`config.mk`:
```
export PLATFORM = sky130hd
export DESIGN_NAME = msel_top
export DESIGN_NICKNAME = d
export VERILOG_FILES = /design/src/rtl/msel_pkg.sv /design/src/rtl/msel_rst_sync.sv /design/src/rtl/msel_seq.sv /design/src/rtl/msel_slice.sv /design/src/rtl/msel_top.sv
export SDC_FILE = /design/constraint.sdc
export NUM_CORES = 1
export LEC_CHECK = 0
export CAP_MARGIN = 30
export CORE_AREA = 2 2 39 41
export CTS_CLUSTER_SIZE = 40
export DETAILED_ROUTE_END_ITERATION = 10
export DIE_AREA = 0 0 41 43
export DONT_BUFFER_PORTS = 1
export PLACE_DENSITY = 0.67
export SKIP_CTS_REPAIR_TIMING = 1
export SYNTH_ARGS = -nofsm -noshare
export SYNTH_HDL_FRONTEND = slang
export SYNTH_SLANG_ARGS = --single-unit
```
`constraint.sdc`:
```
create_clock -name clk -period 2.05 [get_ports clk]
set_clock_uncertainty 0.15 [all_clocks]
set_input_delay 0.1025 -clock clk [delete_from_list [all_inputs] [get_ports clk]]
set_output_delay 0.1025 -clock clk [all_outputs]
set_load 0.005 [all_outputs]
```
`src/rtl/msel_pkg.sv`:
```
package msel_pkg;
  typedef enum logic {
    SEL_MAX = 1'b0,
    SEL_MIN = 1'b1
  } sel_mode_e;
endpackage

```
`src/rtl/msel_rst_sync.sv`:
```
module msel_rst_sync #(
  parameter int STAGES = 2
) (
  input  logic clk,
  input  logic arst_n,
  output logic srst_n
);
  logic [STAGES-1:0] chain_q;

  always_ff @(posedge clk or negedge arst_n) begin
    if (!arst_n) chain_q <= '0;
    else         chain_q <= {chain_q[STAGES-2:0], 1'b1};
  end

  assign srst_n = chain_q[STAGES-1];
endmodule

```
`src/rtl/msel_seq.sv`:
```
module msel_seq
  import msel_pkg::*;
#(
  parameter int W = 8
) (
  input  logic      clk,
  input  logic      rst_n,
  input  logic      word_go,
  input  logic      min_sel,
  output logic      in_word,
  output sel_mode_e mode_eff
);
  localparam int CW = $clog2(W + 1);
  localparam logic [CW-1:0] LAST = CW'(W);

  logic [CW-1:0] cnt_q, cnt_d;
  sel_mode_e     mode_q, mode_d;
  logic          cnt_en;

  always_comb begin
    cnt_d    = cnt_q;
    mode_d   = mode_q;
    cnt_en   = 1'b0;
    in_word  = 1'b0;
    mode_eff = mode_q;
    if (word_go) begin
      in_word  = 1'b1;
      cnt_en   = 1'b1;
      cnt_d    = CW'(1);
      mode_d   = sel_mode_e'(min_sel);
      mode_eff = sel_mode_e'(min_sel);
    end else if (cnt_q < LAST) begin
      in_word = 1'b1;
      cnt_en  = 1'b1;
      cnt_d   = cnt_q + CW'(1);
    end
  end

  always_ff @(posedge clk or negedge rst_n) begin
    if (!rst_n) begin
      cnt_q  <= LAST;
      mode_q <= SEL_MAX;
    end else if (cnt_en) begin
      cnt_q  <= cnt_d;
      mode_q <= mode_d;
    end
  end
endmodule

```
`src/rtl/msel_slice.sv`:
```
module msel_slice
  import msel_pkg::*;
(
  input  logic      clk,
  input  logic      rst_n,
  input  logic      in_word,
  input  logic      arm,
  input  logic      any_hi,
  input  logic      digit,
  input  sel_mode_e mode_eff,
  output logic      contrib,
  output logic      flag
);
  logic flag_q, flag_d, live, norm;

  always_comb begin
    norm    = digit ^ logic'(mode_eff);
    live    = arm | flag_q;
    contrib = live & norm;
    flag_d  = flag_q;
    if (in_word) flag_d = live & (norm | ~any_hi);
  end

  always_ff @(posedge clk or negedge rst_n) begin
    if (!rst_n)       flag_q <= 1'b1;
    else if (in_word) flag_q <= flag_d;
  end

  assign flag = flag_q;
endmodule

```
`src/rtl/msel_top.sv`:
```
module msel_top
  import msel_pkg::*;
#(
  parameter int K = 4,
  parameter int W = 8
) (
  input  logic         clk,
  input  logic         rst_n,
  input  logic         word_go,
  input  logic         min_sel,
  input  logic [K-1:0] ser_in,
  output logic         sel_bit,
  output logic [K-1:0] cand
);
  logic         rst_core_n;
  logic         in_word;
  sel_mode_e    mode_eff;
  logic [K-1:0] contrib;
  logic         any_hi;
  logic         bit_q, bit_d;

  msel_rst_sync #(.STAGES(2)) u_rst (
    .clk(clk), .arst_n(rst_n), .srst_n(rst_core_n)
  );

  msel_seq #(.W(W)) u_seq (
    .clk(clk), .rst_n(rst_core_n), .word_go(word_go), .min_sel(min_sel),
    .in_word(in_word), .mode_eff(mode_eff)
  );

  assign any_hi = |contrib;

  for (genvar i = 0; i < K; i++) begin : g_slice
    msel_slice u_slice (
      .clk(clk), .rst_n(rst_core_n), .in_word(in_word), .arm(word_go),
      .any_hi(any_hi), .digit(ser_in[i]), .mode_eff(mode_eff),
      .contrib(contrib[i]), .flag(cand[i])
    );
  end

  always_comb begin
    bit_d = 1'b0;
    if (in_word) bit_d = any_hi ^ logic'(mode_eff);
  end

  always_ff @(posedge clk or negedge rst_core_n) begin
    if (!rst_core_n) bit_q <= 1'b0;
    else             bit_q <= bit_d;
  end

  assign sel_bit = bit_q;
endmodule

```
==> summary.txt, run 1 <==
Power
  • Clock power share: 0.286
  • Sw frac: 0.280
  • Reg power frac: 0.496
  • Switch Pwr: 0.000186 W
  • Leak: 0.319 nW
  • Worst IR drop on VDD: 0.559 mV
  • Internal: 0.000479 W
  • Logic pwr share: 0.218
  • Tot Pwr: 0.000665 W
  • Pwr dens: 836 mW/mm^2

Floorplanning
  • Die area: 0.00176 mm^2
  • Die Y: 43 um
  • IO Count: 13
  • Num rows: 14
  • Core region area: 0.00138 mm^2
  • Starting Density: 0.498
  • Die Wd: 41 um

Worst setup path
  • Cell mode on critical path: nor4_1
  • Crit end category: flop
  • Crit path to: sel_bit$_DFF_PN0_
  • FF-to-FF Start: g_slice[2].u_slice.flag$_DFFE_PN1P_
  • Slowest stage delay, CP: 0.57 ns
  • CP Launch Type: flop
  • CP max FO: 4
  • Setup crit start: g_slice[2].u_slice.flag$_DFFE_PN1P_
  • Worst r2r path cells: 4
  • Slowest library cell on the worst path: dfstp_2
  • Critical Path RT: 2.06 ns
  • Worst EP arrival: 1.63 ns
  • RR Endpoint: sel_bit$_DFF_PN0_
  • Worst Setup Path Type: reg -> reg
  • Crit-path cells: nor2b_1 -> nor4_1 -> a2111oi_0 -> nor4_1
  • R2r setup slk: 0.43 ns

Detailed routing
  • 1st-pass router iterations: 4
  • Drt total wl: 1270 um
  • WL per Instance: 14.5 um
  • Drt first-iter violations: 13
  • Vias: 505
  • Via/cell ratio: 5.74
  • Post-route antenna net violation count: 0
  • Drc violations: 0

STA
  • Unrepaired setup endpoints after global routing: no
  • Setup TNS: 0 ns
  • Worst hold margin: -0.0241 ns
  • Endpoints failing hold: 7
  • Fin crit share: 0.789
  • Tmin final: 1.62 ns
  • Fmax: 618 MHz
  • Max-slew violation count: 0
  • Setup-failing EPs final: 0
  • Post-route setup slack: 0.433 ns

Global routing
  • Global-route wire length before repair: 1880 um
  • Overflow after GRT: 0
  • Largest net degree at the start of global routing: 16
  • All-Layer GR Usage: 0.162
  • Initial antenna violation count: 0
  • Vias in the first global route: 410

Yosys
  • Post-Synthesis Cell Area: 689 um^2
  • Ys Warns: 0
  • Synth unique cells: 29
  • Post-Synthesis Cells: 65
  • Sequential fraction of the synthesis area: 0.445
  • Syn Area/Cell: 10.6 um^2
  • Mux cell area share after synthesis: 0.0762
  • Post-Synth Adder-Cell Area: 0.0181
  • Simple-gate area share of the yosys netlist: 0.156
  • Synth Area in XOR/XNOR: 0.0762
  • Largest family of logic cells by synthesized area: simple AND/OR/NAND/NOR gates
  • Mapped Nets: 74
  • Compound-Gate Fraction of Synth Area: 0.152
  • Flops & latches, synth: 12

Clocking
  • CTS tree: yes
  • Worst-path clk slew: 0.08 ns
  • Clock Sinks: 12
  • Longest Clk Path Bufs: 2
  • Clock latency at the later pin of the worst-skew pair: 0.28 ns
  • Num CTS Buffers: 3
  • H-tree levels: 1
  • Clock Tree Root: clkbuf_4

Finish
  • Final Util: 0.575
  • Synth-to-layout area growth: 15.4%
  • Inserted Diodes: 0
  • Fillers: 131
  • Reg area: 307 um^2
  • Leading cell types in the layout, fill and taps excluded: dlygate4sd3_1, dfrtp_1, xnor2_1, dfstp_2
  • Most common cell after layout, fill and taps aside: dlygate4sd3_1
  • Layout cells sized above 1: 0.181
  • Multi-input gate area: 334 um^2
  • NumNets Final: 82

Worst hold path
  • Hold Crit Class: in -> reg

Run status
  • Failing checks: negative hold slack
  • Status: finished, violations left

Place
  • Final Wtd Congestion: 0.737
  • Buffers on Ports: 0
  • Dpl ws: 0.444 ns
  • Post-DP HPWL: 914 um

Flow run
  • Max-Cap Viols: 0
[area by class of cell]
type	count	area share
Sequential cell	12	0.385
Timing Repair Buffer	9	0.110
Multi-Input combinational cell	44	0.420
Tap cell	16	0.0252
Inverter	3	0.0142
Clock buffer	4	0.0456
[worst max-delay path, delay by kind of cell, from the launching register on]
kind,cells,cell delay [ns]
flops,1,0.57
compound gates,1,0.40
simple gates,3,0.37
[cell families (layout without fill, tap and decap cells)]
group,count (synthesis),in the layout
xor+xnor,6,6
other cells,1,1
fa+ha+maj,1,1
simple gates,19,19
compound gates,13,13
mux,4,4
buf+inv,9,16
flops,12,12
[through the flow]
step	area [um^2]	std cells
2_1_floorplan	689	65
3_3_place_gp	679	76
3_5_place_dp	679	76
4_1_cts	716	80
5_1_grt	796	88
6_report	796	88
[per-layer routing]
| layer | wire length, um | part of all wire | global-route usage | vias up |
|---|---|---|---|---|
| li1 | - | - | - | 246 |
| met1 | 559 | 0.44 | 0.238 | 234 |
| met2 | 581 | 0.46 | 0.197 | 23 |
| met3 | 108 | 0.085 | 0.0419 | 2 |
| met4 | 24 | 0.019 | 0.120 | 0 |
| met5 | 0 | 0 | 0 | - |
[flip-flops by register name, summed over array words and instances, names as in the netlist]
signal,count
u_seq.cnt_q,4
u_rst.chain_q,2
u_seq.mode_q,1
g_slice.u_slice.flag,4
sel_bit,1
[Yosys cell counts]
| cell | number | area, um^2 |
|---|---|---|
| a2111oi_0 | 1 | 8.76 |
| a21oi_1 | 2 | 10.0 |
| a22o_1 | 1 | 8.76 |
| a22o_2 | 1 | 10.0 |
| and2b_2 | 1 | 8.76 |
| buf_4 | 4 | 30.0 |
| clkbuf_1 | 2 | 7.51 |
| conb_1 | 1 | 3.75 |
| dfrtp_1 | 7 | 175 |
| dfstp_2 | 5 | 131 |
| ha_1 | 1 | 12.5 |
| inv_1 | 3 | 11.3 |
| mux2i_1 | 3 | 30.0 |
| mux2i_4 | 1 | 22.5 |
| nand2_1 | 3 | 11.3 |
| nand3_1 | 1 | 5.00 |
| nand4_1 | 1 | 6.26 |
| nor2_1 | 2 | 7.51 |
| nor2b_1 | 4 | 25.0 |
| nor3_1 | 2 | 10.0 |
| nor3b_1 | 1 | 7.51 |
| nor4_1 | 3 | 18.8 |
| o211a_1 | 1 | 10.0 |
| o21ai_0 | 1 | 5.00 |
| o22a_1 | 4 | 35.0 |
| o41ai_1 | 2 | 17.5 |
| or4_1 | 1 | 7.51 |
| xnor2_1 | 5 | 43.8 |
| xor2_1 | 1 | 8.76 |
[worst min-delay path by stage]
stage	depth (start not counted)	startpoint	to	slack (ns)
CTS	0	rst_n	u_rst.chain_q[1]$_DFF_PN0_	-0.64
detailed placement	0	rst_n	u_rst.chain_q[1]$_DFF_PN0_	-0.34
floorplan	0	rst_n	u_rst.chain_q[0]$_DFF_PN0_	-0.34
global placement	0	rst_n	u_rst.chain_q[0]$_DFF_PN0_	-0.34
global route	3	min_sel	u_seq.mode_q$_DFFE_PN0P_	0.0009
finish	2	word_go	sel_bit$_DFF_PN0_	-0.02
[power by group through the flow]
| stage | Sequential, W | Combinational [W] | Clock, W |
|---|---|---|---|
| floorplan | 0.000321 | 0.000139 | 0 |
| global placement | 0.000335 | 0.000124 | 0 |
| detailed placement | 0.000336 | 0.000127 | 0 |
| CTS | 0.000332 | 0.000128 | 0.000193 |
| global route | 0.000338 | 0.000161 | 0.000202 |
| finish | 0.000330 | 0.000145 | 0.000190 |
No activity file was read; power rests on OpenSTA's default activity.
==> run 2, diff against run 1 <==
clock period = 1.7 ns   (was 2.05 ns; I/O delays follow)
==> run 2 against run 1 <==
Net effect: the flow still finishes with violations (negative hold slack); critical path type unchanged; via count down 1.4%; clock power down 5%; sequential share of layout area up 1.6 points; utilization down 2.4 points; cell count down 2.3%; fmax up 1.3%; largest cell class unchanged; critical path depth unchanged.
==> summary.txt, run 2 (synthesis results as in run 1) <==
Run status
  • Status: finished, violations left (unchanged)
  • Failing checks: negative hold slack (unchanged)

Worst setup path
  • Worst r2r path cells: 4 (unchanged)
  • Critical Path RT: 1.70 ns (was 2.06 ns)
  • CP max FO: 4 (unchanged)
  • Worst Setup Path Type: reg -> reg (unchanged)
  • CP Launch Type: flop (unchanged)
  • R2r setup slk: 0.10 ns (was 0.43 ns)
  • Worst EP arrival: 1.59 ns (was 1.63 ns)
  • Crit end category: flop (unchanged)

Clocking
  • CTS tree: yes (unchanged)
  • H-tree levels: 1 (unchanged)
  • Clock Tree Root: clkbuf_4 (unchanged)
  • Worst-path clk slew: 0.07 ns (was 0.08 ns)
  • Clock latency at the later pin of the worst-skew pair: 0.27 ns (was 0.28 ns)
  • Clock Sinks: 12 (unchanged)
  • Num CTS Buffers: 3 (unchanged)
  • Longest Clk Path Bufs: 2 (unchanged)

STA
  • Fin crit share: 0.939 (was 0.789)
  • Worst hold margin: -0.275 ns (was -0.0241 ns)
  • Setup-failing EPs final: 0 (unchanged)
  • Tmin final: 1.60 ns (was 1.62 ns)
  • Fmax: 626 MHz (was 618 MHz)
  • Unrepaired setup endpoints after global routing: no (unchanged)
  • Endpoints failing hold: 8 (was 7)
  • Setup TNS: 0 ns (unchanged)
  • Max-slew violation count: 0 (unchanged)

Global routing
  • Initial antenna violation count: 0 (unchanged)
  • Largest net degree at the start of global routing: 16 (unchanged)
  • Global-route wire length before repair: 1810 um (was 1880 um)
  • Overflow after GRT: 0 (unchanged)
  • Vias in the first global route: 411 (was 410)
  • All-Layer GR Usage: 0.161 (was 0.162)

Finish
  • Inserted Diodes: 0 (unchanged)
  • Synth-to-layout area growth: 10.7% (was 15.4%)
  • Final Util: 0.552 (was 0.575)
  • NumNets Final: 80 (was 82)
  • Most common cell after layout, fill and taps aside: dfrtp_1 (was dlygate4sd3_1)
  • Layout cells sized above 1: 0.186 (was 0.181)
  • Leading cell types in the layout, fill and taps excluded: dfrtp_1, xnor2_1, dfstp_2, dlygate4sd3_1 (was dlygate4sd3_1, dfrtp_1, xnor2_1, dfstp_2)

Detailed routing
  • Drc violations: 0 (unchanged)
  • Drt first-iter violations: 15 (was 13)
  • Post-route antenna net violation count: 0 (unchanged)
  • Vias: 498 (was 505)
  • WL per Instance: 14.0 um (was 14.5 um)
  • Drt total wl: 1210 um (was 1270 um)
  • Via/cell ratio: 5.79 (was 5.74)
  • 1st-pass router iterations: 4 (unchanged)

Place
  • Post-DP HPWL: 880 um (was 914 um)
  • Buffers on Ports: 0 (unchanged)
  • Final Wtd Congestion: 0.712 (was 0.737)

Floorplanning
  • Die Y: 43 um (unchanged)
  • Num rows: 14 (unchanged)
  • Core region area: 0.00138 mm^2 (unchanged)
  • Starting Density: 0.498 (unchanged)
  • IO Count: 13 (unchanged)
  • Die area: 0.00176 mm^2 (unchanged)
  • Die Wd: 41 um (unchanged)

Power
  • Tot Pwr: 0.000746 W (was 0.000665 W)
  • Worst IR drop on VDD: 0.493 mV (was 0.559 mV)
  • Pwr dens: 977 mW/mm^2 (was 836 mW/mm^2)
  • Leak: 0.307 nW (was 0.319 nW)

Flow run
  • Max-Cap Viols: 0 (unchanged)

Worst hold path
  • Hold Crit Class: in -> reg (unchanged)
  • Hold Path Cell Cnt: 1 (was 2)
## run 2: cell count changes in the layout (fill, tap and decap cells not counted), sizes merged
cell / before / now
buf: 1 / 2
dlygate4sd3: 8 / 5
## run 2: area by class of cell
cell class              count  area [um^2]
multi-input cells          44          334
fillers                   111          621
clock buffers               4         26.3
repair buffers              7         65.1
flip-flops and latches     12          307
well taps                  16         20.0
inverters                   3         11.3
## run 2: worst paths after layout
| check | endpoint | start |
|---|---|---|
| min | u_seq.cnt_q[2]$_DFFE_PN0P_ | word_go |
| max | sel_bit$_DFF_PN0_ | g_slice[2].u_slice.flag$_DFFE_PN1P_ |
| min in group asynchronous | u_seq.mode_q$_DFFE_PN0P_ | u_rst.chain_q[1]$_DFF_PN0_ |
| max in group asynchronous | u_rst.chain_q[0]$_DFF_PN0_ | rst_n |
| min reg2reg | u_seq.mode_q$_DFFE_PN0P_ | u_rst.chain_q[1]$_DFF_PN0_ |
| max reg2reg | sel_bit$_DFF_PN0_ | g_slice[2].u_slice.flag$_DFFE_PN1P_ |
## run 2: report_power, final
group          switching [W]  total (W)  internal [W]  leakage [nW]
Clock              0.0000889   0.000180     0.0000907        0.0150
Combinational      0.0000712   0.000172      0.000101         0.156
Sequential         0.0000465   0.000395      0.000348         0.137
Total               0.000207   0.000746      0.000539         0.307
## run 2: routing by layer
layer  up-vias  GRT usage  part of all wire
met5         -          0                 0
met4         0      0.100             0.012
met3         2     0.0733             0.087
met2        17      0.191              0.46
met1       234      0.230              0.44
li1        245          -                 -
## run 2: worst max-delay path, cell delays in order (launching register included)
cell       delay, ns
dfstp_2         0.57
nor2b_1         0.22
nor4_1          0.07
a2111oi_0       0.39
nor4_1          0.08
## run 2: metrics by stage
stage | instances | instance area (um^2) | setup WS, ns
final | 86 | 763 | 0.104
after global routing | 86 | 763 | 0.0169
after CTS | 81 | 713 | 0.0889
after detailed placement | 77 | 687 | 0.0888
after global placement | 77 | 687 | 0.101
after floorplan | 65 | 689 | 0.194
==> run 3, diff against run 2 <==
--- a/constraint.sdc
+++ b/constraint.sdc
@@ -4,2 +4,2 @@
 set_output_delay 0.085 -clock clk [all_outputs]
-set_load 0.005 [all_outputs]
+set_load 0.01 [all_outputs]
==> run 3 against run 2 <==
Net effect: the run still ends with negative hold slack left; worst hold slack worse by 0.0078 ns; clock power is essentially flat; global-route usage increased by 0.17 points; power up 3.3%; count of clock-buffer cells in the layout unchanged; sequential share of layout area decreased by 0.84 points; cell count is 2.3% higher; worst setup slack gained 0.014 ns; first-iteration DRC count shrank 27%; sequential power fell by 2%; critical endpoint unchanged.
==> summary.txt, run 3 (synthesis results as in run 1) <==
Global routing
  • Global-route wire length before repair: 1950 um (was 1810 um)
  • Largest net degree at the start of global routing: 16 (unchanged)
  • Met3 Usage GRT: 0.0419 (was 0.0733)
  • All-Layer GR Usage: 0.163 (was 0.161)
  • Met1 track demand over resource: 0.242 (was 0.230)
  • Overflow after GRT: 0 (unchanged)
  • Initial antenna violation count: 0 (unchanged)
  • Grt met2 use: 0.213 (was 0.191)
  • Vias in the first global route: 455 (was 411)
  • Grt peak-use layer: met1 (unchanged)

Finish
  • NumNets Final: 82 (was 80)
  • Inserted Diodes: 0 (unchanged)
  • Most common cell after layout, fill and taps aside: dfrtp_1 (unchanged)
  • Layout cells sized above 1: 0.208 (was 0.186)
  • Synth-to-layout area growth: 13.1% (was 10.7%)
  • Fillers: 120 (was 111)
  • Leading cell types in the layout, fill and taps excluded: dfrtp_1, xnor2_1, dfstp_2, dlygate4sd3_1 (unchanged)

Power
  • Internal: 0.000553 W (was 0.000539 W)
  • Sw frac: 0.283 (was 0.277)
  • Logic pwr share: 0.264 (was 0.230)
  • Leak: 0.317 nW (was 0.307 nW)
  • Reg power frac: 0.505 (was 0.529)
  • Worst IR drop on VDD: 0.479 mV (was 0.493 mV)
  • Pwr dens: 989 mW/mm^2 (was 977 mW/mm^2)
  • Clock power share: 0.231 (was 0.241)
  • Switch Pwr: 0.000218 W (was 0.000207 W)

Clocking
  • Clock Sinks: 12 (unchanged)
  • Clock latency at the later pin of the worst-skew pair: 0.27 ns (about the same)
  • CTS tree: yes (unchanged)
  • Clock Tree Root: clkbuf_4 (unchanged)
  • H-tree levels: 1 (unchanged)
  • Longest Clk Path Bufs: 2 (unchanged)
  • Worst-path clk slew: 0.07 ns (about the same)
  • Num CTS Buffers: 3 (unchanged)

STA
  • Fin crit share: 0.931 (was 0.939)
  • Endpoints failing hold: 8 (unchanged)
  • Worst hold margin: -0.282 ns (was -0.275 ns)
  • Fmax: 632 MHz (was 626 MHz)
  • Setup TNS: 0 ns (unchanged)
  • Setup-failing EPs final: 0 (unchanged)
  • Slew HR: 0.663
  • Max-slew violation count: 0 (unchanged)
  • Tmin final: 1.58 ns (was 1.60 ns)
  • Unrepaired setup endpoints after global routing: no (unchanged)
  • Post-route setup slack: 0.118 ns (was 0.104 ns)
  • Slew @ Worst Pin: 0.491 ns

Place
  • Buffers on Ports: 0 (unchanged)
  • Dpl ws: 0.109 ns (was 0.0888 ns)
  • Post-DP HPWL: 917 um (was 880 um)
  • Final Wtd Congestion: 0.742 (was 0.712)

Floorplanning
  • Die Wd: 41 um (unchanged)
  • Die Y: 43 um (unchanged)
  • Core region area: 0.00138 mm^2 (unchanged)
  • Starting Density: 0.498 (unchanged)
  • Die area: 0.00176 mm^2 (unchanged)
  • IO Count: 13 (unchanged)
  • Num rows: 14 (unchanged)

Detailed routing
  • Vias: 503 (was 498)
  • Drt total wl: 1210 um (about the same)
  • 1st-pass router iterations: 2 (was 4)
  • Via/cell ratio: 5.72 (was 5.79)
  • Post-route antenna net violation count: 0 (unchanged)
  • Drt first-iter violations: 11 (was 15)
  • Drc violations: 0 (unchanged)
  • WL per Instance: 13.7 um (was 14.0 um)

Worst setup path
  • CP max FO: 3 (was 4)
  • Slowest stage delay, CP: 0.52 ns (was 0.57 ns)
  • Slowest library cell on the worst path: dfstp_2 (unchanged)
  • Cell mode on critical path: nor4_1 (unchanged)
  • RR Endpoint: sel_bit$_DFF_PN0_ (unchanged)
  • CP bufs+invs: 0 (unchanged)
  • R2r setup slk: 0.12 ns (was 0.10 ns)
  • Critical Path RT: 1.70 ns (about the same)
  • CP Launch Type: flop (unchanged)
  • FF-to-FF Start: g_slice[3].u_slice.flag$_DFFE_PN1P_ (was g_slice[2].u_slice.flag$_DFFE_PN1P_)
  • Worst Setup Path Type: reg -> reg (unchanged)
  • Crit-path cells: nor2b_1 -> nor4_1 -> a2111oi_1 -> nor4_1 (was nor2b_1 -> nor4_1 -> a2111oi_0 -> nor4_1)
  • Crit end category: flop (unchanged)
  • Worst path top cell family by delay: flip-flops (unchanged)
  • Worst EP arrival: 1.58 ns (was 1.59 ns)
  • Worst r2r path cells: 4 (unchanged)

Worst hold path
  • Min-Delay Endpoint: u_seq.cnt_q[2]$_DFFE_PN0P_ (unchanged)
  • Hold Crit Class: in -> reg (unchanged)
  • Hold Path Cell Cnt: 1 (unchanged)
  • Worst Hold Launch: word_go (unchanged)

Run status
  • Status: finished, violations left (unchanged)
  • Failing checks: negative hold slack (unchanged)

Flow run
  • Max-Cap Viols: 0 (unchanged)
run 3: changes by cell type in the layout (fill, tap and decap cells not counted), sizes merged:
cell  change
buf       +2
run 3: how the worst max path moves through the flow:
stage | start | end | slack [ns] | depth (start not counted)
3_5_place_dp | g_slice[3].u_slice.flag$_DFFE_PN1P_ | sel_bit$_DFF_PN0_ | 0.11 | 4
4_1_cts | g_slice[3].u_slice.flag$_DFFE_PN1P_ | sel_bit$_DFF_PN0_ | 0.11 | 4
6_report | g_slice[3].u_slice.flag$_DFFE_PN1P_ | sel_bit$_DFF_PN0_ | 0.12 | 4
5_1_grt | g_slice[3].u_slice.flag$_DFFE_PN1P_ | sel_bit$_DFF_PN0_ | 0.02 | 4
3_3_place_gp | g_slice[3].u_slice.flag$_DFFE_PN1P_ | sel_bit$_DFF_PN0_ | 0.14 | 4
2_1_floorplan | g_slice[1].u_slice.flag$_DFFE_PN1P_ | sel_bit$_DFF_PN0_ | 0.19 | 4
run 3: layout make-up:
class | count | area, um^2 | area share
inverter | 3 | 11.3 | 0.0144
timing repair buffer | 9 | 80.1 | 0.103
sequential | 12 | 307 | 0.393
multi-input combinational | 44 | 335 | 0.430
clock buffer | 4 | 26.3 | 0.0337
tap | 16 | 20.0 | 0.0257
run 3: power by group through the flow:
stage / clock network (W) / logic, W / registers, W
after global routing: 0.000203 / 0.000228 / 0.000397
final: 0.000178 / 0.000204 / 0.000389
after floorplan: 0 / 0.000176 / 0.000389
after global placement: 0 / 0.000189 / 0.000394
after detailed placement: 0 / 0.000193 / 0.000395
after CTS: 0.000183 / 0.000194 / 0.000390
run 3: metrics by stage:
stage / cells / utilization / total power, W / instance area (um^2)
6_report: 88 / 0.563 / 0.000771 / 779
5_1_grt: 88 / 0.563 / 0.000827 / 779
4_1_cts: 83 / 0.526 / 0.000767 / 728
3_5_place_dp: 79 / 0.507 / 0.000589 / 702
3_3_place_gp: 79 / 0.507 / 0.000584 / 702
2_1_floorplan: 65 / - / 0.000565 / 689
run 3: worst reg2reg max path, cell delays in order (launching register included):
cell and delay [ns]:
dfstp_2 0.52, nor2b_1 0.23, nor4_1 0.09, a2111oi_1 0.39, nor4_1 0.08
run 3: layer usage:
metal,routed length [um],vias up
li1,-,247
met1,589,240
met2,523,13
met3,76,3
met4,19,0
met5,0,-
